===== src/rtl/ext_irq_pkg.sv =====
package ext_irq_pkg;
  localparam int unsigned REG_W  = 8;
  localparam int unsigned ADDR_W = 2;

  typedef enum logic [ADDR_W-1:0] {
    ADDR_SEL  = 2'd0,
    ADDR_EN   = 2'd1,
    ADDR_FLAG = 2'd2,
    ADDR_NONE = 2'd3
  } reg_addr_e;
endpackage


===== src/rtl/ext_irq_sync.sv =====
module ext_irq_sync #(
  parameter int unsigned WIDTH  = 6,
  parameter int unsigned STAGES = 2
) (
  input  logic             clk_i,
  input  logic             rst_ni,
  input  logic [WIDTH-1:0] d_i,
  output logic [WIDTH-1:0] q_o
);
  logic [WIDTH-1:0] stage_q [STAGES];

  for (genvar s = 0; s < STAGES; s++) begin : g_stage
    if (s == 0) begin : g_first
      always_ff @(posedge clk_i or negedge rst_ni) begin
        if (!rst_ni) stage_q[s] <= '0;
        else         stage_q[s] <= d_i;
      end
    end else begin : g_next
      always_ff @(posedge clk_i or negedge rst_ni) begin
        if (!rst_ni) stage_q[s] <= '0;
        else         stage_q[s] <= stage_q[s-1];
      end
    end
  end

  assign q_o = stage_q[STAGES-1];
endmodule


===== src/rtl/ext_irq_edge.sv =====
module ext_irq_edge #(
  parameter int unsigned WIDTH = 6
) (
  input  logic             clk_i,
  input  logic             rst_ni,
  input  logic [WIDTH-1:0] lvl_i,
  input  logic [WIDTH-1:0] rise_sel_i,
  output logic [WIDTH-1:0] hit_o
);
  logic [WIDTH-1:0] prev_q;

  always_ff @(posedge clk_i or negedge rst_ni) begin
    if (!rst_ni) prev_q <= '0;
    else         prev_q <= lvl_i;
  end

  for (genvar i = 0; i < WIDTH; i++) begin : g_bit
    // 1 selects rising, 0 selects falling
    assign hit_o[i] = rise_sel_i[i] ? (lvl_i[i] & ~prev_q[i])
                                    : (~lvl_i[i] & prev_q[i]);
  end
endmodule


===== src/rtl/ext_irq_prio.sv =====
module ext_irq_prio #(
  parameter int unsigned WIDTH = 6,
  localparam int unsigned ID_W = (WIDTH > 1) ? $clog2(WIDTH) : 1
) (
  input  logic [WIDTH-1:0] req_i,
  output logic             any_o,
  output logic [ID_W-1:0]  id_o
);
  always_comb begin
    id_o = '0;
    for (int i = WIDTH - 1; i >= 0; i--) begin
      if (req_i[i]) id_o = ID_W'(i);
    end
  end

  assign any_o = |req_i;
endmodule


===== src/rtl/ext_irq_ctrl.sv =====
module ext_irq_ctrl
  import ext_irq_pkg::*;
#(
  parameter int unsigned N_SRC = 6,
  localparam int unsigned ID_W = (N_SRC > 1) ? $clog2(N_SRC) : 1
) (
  input  logic              clk_i,
  input  logic              rst_ni,
  input  logic [N_SRC-1:0]  pin_i,
  input  logic [ADDR_W-1:0] reg_addr_i,
  input  logic              reg_we_i,
  input  logic [REG_W-1:0]  reg_wdata_i,
  output logic [REG_W-1:0]  reg_rdata_o,
  input  logic              glob_mask_i,
  output logic              irq_o,
  output logic [ID_W-1:0]   irq_id_o
);
  logic [N_SRC-1:0] pin_s;
  logic [N_SRC-1:0] hit;
  logic [N_SRC-1:0] sel_q, en_q, flag_q, flag_d;
  logic [N_SRC-1:0] wfield;
  logic [N_SRC-1:0] pend;
  logic             any_pend;
  logic             wr_sel, wr_en, wr_flag;

  ext_irq_sync #(.WIDTH(N_SRC), .STAGES(2)) u_sync (
    .clk_i (clk_i),
    .rst_ni(rst_ni),
    .d_i   (pin_i),
    .q_o   (pin_s)
  );

  ext_irq_edge #(.WIDTH(N_SRC)) u_edge (
    .clk_i     (clk_i),
    .rst_ni    (rst_ni),
    .lvl_i     (pin_s),
    .rise_sel_i(sel_q),
    .hit_o     (hit)
  );

  assign wfield  = reg_wdata_i[N_SRC-1:0];
  assign wr_sel  = reg_we_i && (reg_addr_i == ADDR_SEL);
  assign wr_en   = reg_we_i && (reg_addr_i == ADDR_EN);
  assign wr_flag = reg_we_i && (reg_addr_i == ADDR_FLAG);

  // clear-only write; an edge in the same cycle overrides the clear
  assign flag_d = (wr_flag ? (flag_q & wfield) : flag_q) | hit;

  always_ff @(posedge clk_i or negedge rst_ni) begin
    if (!rst_ni) begin
      sel_q  <= '0;
      en_q   <= '0;
      flag_q <= '0;
    end else begin
      if (wr_sel) sel_q <= wfield;
      if (wr_en)  en_q  <= wfield;
      flag_q <= flag_d;
    end
  end

  always_comb begin
    reg_rdata_o = '0;
    unique case (reg_addr_i)
      ADDR_SEL:  reg_rdata_o[N_SRC-1:0] = sel_q;
      ADDR_EN:   reg_rdata_o[N_SRC-1:0] = en_q;
      ADDR_FLAG: reg_rdata_o[N_SRC-1:0] = flag_q;
      default:   reg_rdata_o = '0;
    endcase
  end

  assign pend = flag_q & en_q;

  ext_irq_prio #(.WIDTH(N_SRC)) u_prio (
    .req_i(pend),
    .any_o(any_pend),
    .id_o (irq_id_o)
  );

  assign irq_o = any_pend & ~glob_mask_i;
endmodule


===== config.mk =====
export PLATFORM = sky130hd
export DESIGN_NAME = ext_irq_ctrl
export DESIGN_NICKNAME = d
export VERILOG_FILES = /design/src/rtl/ext_irq_pkg.sv /design/src/rtl/ext_irq_sync.sv /design/src/rtl/ext_irq_edge.sv /design/src/rtl/ext_irq_prio.sv /design/src/rtl/ext_irq_ctrl.sv
export SDC_FILE = /design/constraint.sdc
export NUM_CORES = 1
export LEC_CHECK = 0
export CAP_MARGIN = 20
export CORE_ASPECT_RATIO = 0.8
export CORE_MARGIN = 10
export CORE_UTILIZATION = 35
export DETAILED_ROUTE_END_ITERATION = 6
export HOLD_SLACK_MARGIN = 0.1
export PLACE_DENSITY = 0.62
export SKIP_LAST_GASP = 1
export SLEW_MARGIN = 30
export SYNTH_ARGS = -nofsm -noshare
export SYNTH_HDL_FRONTEND = slang
export SYNTH_SLANG_ARGS = --single-unit

===== constraint.sdc =====
create_clock -name clk_i -period 2.4 [get_ports clk_i]
set_input_delay 0.24 -clock clk_i [delete_from_list [all_inputs] [get_ports clk_i]]
set_output_delay 0.24 -clock clk_i [all_outputs]
set_load 0.01 [all_outputs]

## After elaboration in Yosys (flattened, before gate mapping)

Cells that the tools add are included.

- Equal/unequal tests: 2
- Multiplexer cells: 14
- Bitwise logic cells: 29
- Reduce and logical (&&, ||, !) cells: 5

Operator list:

| operator | count |
|---|---|
| $mux 3 | 6 |
| $pmux 6 s3 | 1 |
| $and 1x1->1 | 13 |
| $not 1->1 | 13 |
| $and 6x6->6 | 2 |
| $mux 1 | 6 |
| $mux 6 | 1 |
| $or 6x6->6 | 1 |
| $reduce_or 6->1 | 1 |
| $logic_and 1x1->1 | 3 |
| $eq 2x1->1 const B | 1 |
| $eq 2x2->1 const B | 1 |
| $logic_not 2->1 | 1 |

- Flip-flop bits (word level): 36
- Output and inout bits: 12

## Logic depth before layout (Yosys ltp)

Gate-level depths: netlist of run 1.

- Depth after elaboration: 7
- Depth in mapped cells: 4

## Modules after synthesis

From an unflattened synthesis of run 1, not the netlist that was laid out.

- Cells, all modules: 129
- Area total of the unflattened synthesis: 1,596.5 µm²

Modules (own cells, without submodules):

| module | instances | cells an instance | area each (µm²) | sequential area each (µm²) |
|---|---|---|---|---|
| ext_irq_ctrl | 1 | 77 | 917.1 | 450.4 |
| ext_irq_sync | 1 | 18 | 345.3 | 300.3 |
| ext_irq_edge | 1 | 24 | 281.5 | 150.1 |
| ext_irq_prio | 1 | 10 | 52.6 | 0.0 |

## Least setup slack after synthesis of run 1

Ideal clock, no wire load.

- Kind: input to register
- From: input reg_addr_i[1]
- To: register sel_q[0]
- Library setup time: 0.125 ns
- Arrival time: 1.037 ns
- Slack: 1.238 ns
- Stages: 3
- Buffers on the path: 1
- Cell sequence: buf_4 nor3b_4 mux2_2

- Longest elaborated chain between the ends: 2

Ends and longest elaborated chain:

| what | RTL line | text |
|---|---|---|
| from (decl) | ext_irq_ctrl.sv:10 | `input logic [ADDR_W-1:0] reg_addr_i,` |
| $logic_not 2->1 | ext_irq_ctrl.sv:42 | `assign wr_sel = reg_we_i && (reg_addr_i == ADDR_SEL);` |
| $logic_and 1x1->1 | ext_irq_ctrl.sv:42 |  |
| to (signal assigned) | ext_irq_ctrl.sv:55 | `if (wr_sel) sel_q <= wfield;` |
| to (decl) | ext_irq_ctrl.sv:20 | `logic [N_SRC-1:0] sel_q, en_q, flag_q, flag_d;` |

No other way between the ends.
A chain may end at the register's enable or synchronous reset.

## Final worst setup path of run 1

- From: input reg_addr_i[0]
- To: output reg_rdata_o[2]

- Longest elaborated chain between the ends: 2

Ends and longest elaborated chain:

| what | RTL line | text |
|---|---|---|
| $eq 2x2->1 (tied with other cells) | ext_irq_ctrl.sv:63 | `unique case (reg_addr_i)` |
| $pmux 6 s3 (*) | ext_irq_ctrl.sv:63 |  |
| to (decl) | ext_irq_ctrl.sv:13 | `output logic [REG_W-1:0] reg_rdata_o,` |

Mark *: on every way between the ends. The rest lies on a longest branch, timed or not.

==> results of run 1 <==
[final timing paths]
path / end / slack, ns / cells past startpoint / startpoint
worst min-delay path: u_sync.stage_q[11]$_DFF_PN0_ / 0.35 / 2 / rst_ni
worst max-delay path: reg_rdata_o[2] / 0.34 / 5 / reg_addr_i[0]
worst max register to register: flag_q[2]$_DFF_PN0_ / 1.36 / 2 / sel_q[2]$_DFFE_PN0P_
worst min register to register: u_sync.q_o[0]$_DFF_PN0_ / 0.35 / 0 / u_sync.stage_q[6]$_DFF_PN0_
min in group clk_i: u_sync.q_o[0]$_DFF_PN0_ / 0.35 / 0 / u_sync.stage_q[6]$_DFF_PN0_
max in group asynchronous: u_sync.q_o[2]$_DFF_PN0_ / 1.71 / 2 / rst_ni
[per-stage QoR]
step	power, W	instance area [sq um]	util (%)	setup slack (ns)	hold WS (ns)
after global routing	0.00154	1890	48.5	0.256	0.357
after detailed placement	0.00104	1800	46.1	0.346	0.341
after CTS	0.00148	1890	48.5	0.331	0.355
after floorplan	0.000885	1460	-	1.24	-0.0556
final	0.00146	1890	48.5	0.341	0.352
after global placement	0.00102	1800	46.1	0.365	0.333
[worst max-delay path, cell delays in order]
cell,delay (ns)
clkdlybuf4s50_1,0.50
buf_4,0.19
mux2i_1,0.09
o21ai_0,0.21
clkdlybuf4s50_1,0.58
[layer usage]
metal | vias up | GRT usage (%) | share of wire [%]
met5 | - | 0 | 0
met4 | 0 | 5.23 | 2.7
met3 | 9 | 4.13 | 6.0
met2 | 31 | 12.8 | 45
met1 | 504 | 11.1 | 46
li1 | 488 | - | -
[registers in the layout, indices dropped and copies added (netlist names)]
name            count
u_sync.stage_q      6
en_q                6
flag_q              6
u_edge.prev_q       6
u_sync.q_o          6
sel_q               6
[kinds of logic after synthesis]
group / after synthesis
simple gates: 38
flops: 36
compound gates: 22
mux: 18
buf+inv: 4
other cells: 1
[report_power, final]
| group | total (W) | internal (W) | switching (W) |
|---|---|---|---|
| clock network | 0.000435 | 0.000233 | 0.000202 |
| logic | 0.000285 | 0.000160 | 0.000125 |
| registers | 0.000735 | 0.000675 | 0.0000601 |
[final cells by class]
class	instances	area [sq um]
Fill cell	366	2010
Tap cell	55	68.8
Timing Repair Buffer	32	308
Clock inverter	1	7.51
Clock buffer	7	86.3
Sequential cell	36	901
Multi-Input combinational cell	80	522
[placed cells by master, fill, tap and decap left out]
master,instances
clkinvlp_4,1
nand2_1,22
nand3b_2,1
nor2b_1,1
nor3b_4,1
or3b_2,1
a41oi_1,1
conb_1,2
dfrtp_1,36
mux2i_1,6
clkbuf_8,6
clkbuf_1,1
nand3b_1,2
nor2_1,7
a32oi_1,1
buf_4,5
nand3_1,3
o211ai_1,5
clkdlybuf4s50_1,27
o21ai_0,13
a22oi_1,2
mux2_2,12
==> results_dict.tcl, run 1 <==
set metrics [dict create \
    status "finished, final reports clean" \
    hold_viol 0 \
    cp.required_ns 2.16 \
    worstPathMaxFanout 5 \
    fin_crit_sh_pct 85.8 \
    yosys.area_share.simple_pct 12.7 \
    crit_arrival_ns 1.82 \
    synth_edf_count 0 \
    place_congestion 0.812 \
    synth_cell_types 19 \
    ios 32 \
    yosysWarnings 0 \
    n_antenna_cell 0 \
    cts_buffers 5 \
    hold_class "input port to async pin" \
    nets 175 \
    startpoint_type "input port" \
    clkSlewWorstSetupHoldPaths_ns 0.07 \
    yosys_register_bits 36 \
    ys.flop_type "dfrtp_1" \
    final_antenna_net_count 0 \
    ys_async_sr_fraction_pct 100 \
    drt_pass1_iterations 5 \
    period_minus_slack_ns 2.06 \
    grt-ovfl-total 0 \
    synth_top_area_share_pct 62.0 \
    cts_tree "built" \
    dieArea_sq_um 7140 \
    synth_cells 119 \
    dp.cells 203 \
    avgRoutedWirePerCell_microns 14.9 \
    cts.path.max_buffers 2 \
    io_buffers 27 \
    die_w_microns 92.0 \
    ctsResizeCount 0 \
    clock_skew_ns 0.00639 \
    finalWirelength_microns 3140 \
    synthMuxAreaShare_pct 13.4 \
    die_h_microns 77.6 \
    finalNonFillerCells 211 \
    synth_xor_area_share_pct 0 \
    htree_levels 2 \
    setup_viol 0 \
    p_leak_nw 0.790 \
    route.detailed.drc 0 \
    drt-vias-per-instance 4.89 \
    synthTopCellsByArea "dfrtp_1 62%, mux2_2 9.3%, nand2_1 5.7%" \
    synth_most_common_cell "dfrtp_1" \
    drtIter0Drc 58 \
    hpwl_microns 2310 \
    cts_hold_buf 0 \
    synth_compound_gate_area_share_pct 9.30 \
    antenna_found_initial 0 \
    grt_max_degree 37 \
    avgSynthCellArea_sq_um 12.2 \
    yosysTopAreaCell "dfrtp_1" \
    end_kind "output port" \
    fin_setup_tns_ns 0 \
    placementRows 20 \
    rsz0062_at_grt "no" \
    synth_common_cells "36 x dfrtp_1, 22 x nand2_1, 13 x o21ai_0, 12 x mux2_2, 7 x nor2_1" \
    clock.fmax_ghz 0.486 \
    maxCapViolations 0 \
    netlist_area_sq_um 1450 \
    slew_viol_final 0 \
    cts.sinks 36 \
    root_buffer "clkbuf_8" \
    yosysSeqAreaShare_pct 62.0 \
    start_util_pct 37.2 \
    grt_pass1_wl_microns 5050 \
    clock_latency_ns 0.29 \
    powerDensity_nw_per_um2 769 \
    grt_pass1_vias 1014 \
    vdd_ir_drop_max_mv 0.439 \
    cts_setup_buffers 0 \
    synth_fa_ha_area_share_pct 0 \
    grtUsageTotal_pct 9.05 \
    drive_above_1_share_pct 17.3 \
    core_sq_um 3900 \
    critPathKind "input port to output port" \
    syn_to_final_growth_pct 30.3 \
    synth_top_family_by_area "multiplexers" \
    vias 1032 \
]
Power figures use the tool's default switching activity.
==> run 2, diff against run 1 <==
--- a/config.mk
+++ b/config.mk
@@ -17,3 +17,4 @@
 export SYNTH_ARGS = -nofsm -noshare
 export SYNTH_HDL_FRONTEND = slang
 export SYNTH_SLANG_ARGS = --single-unit
+export TNS_END_PERCENT = 50
==> results of run 2 <==
The final DEF is identical to that of run 1; final timing and power are the same.
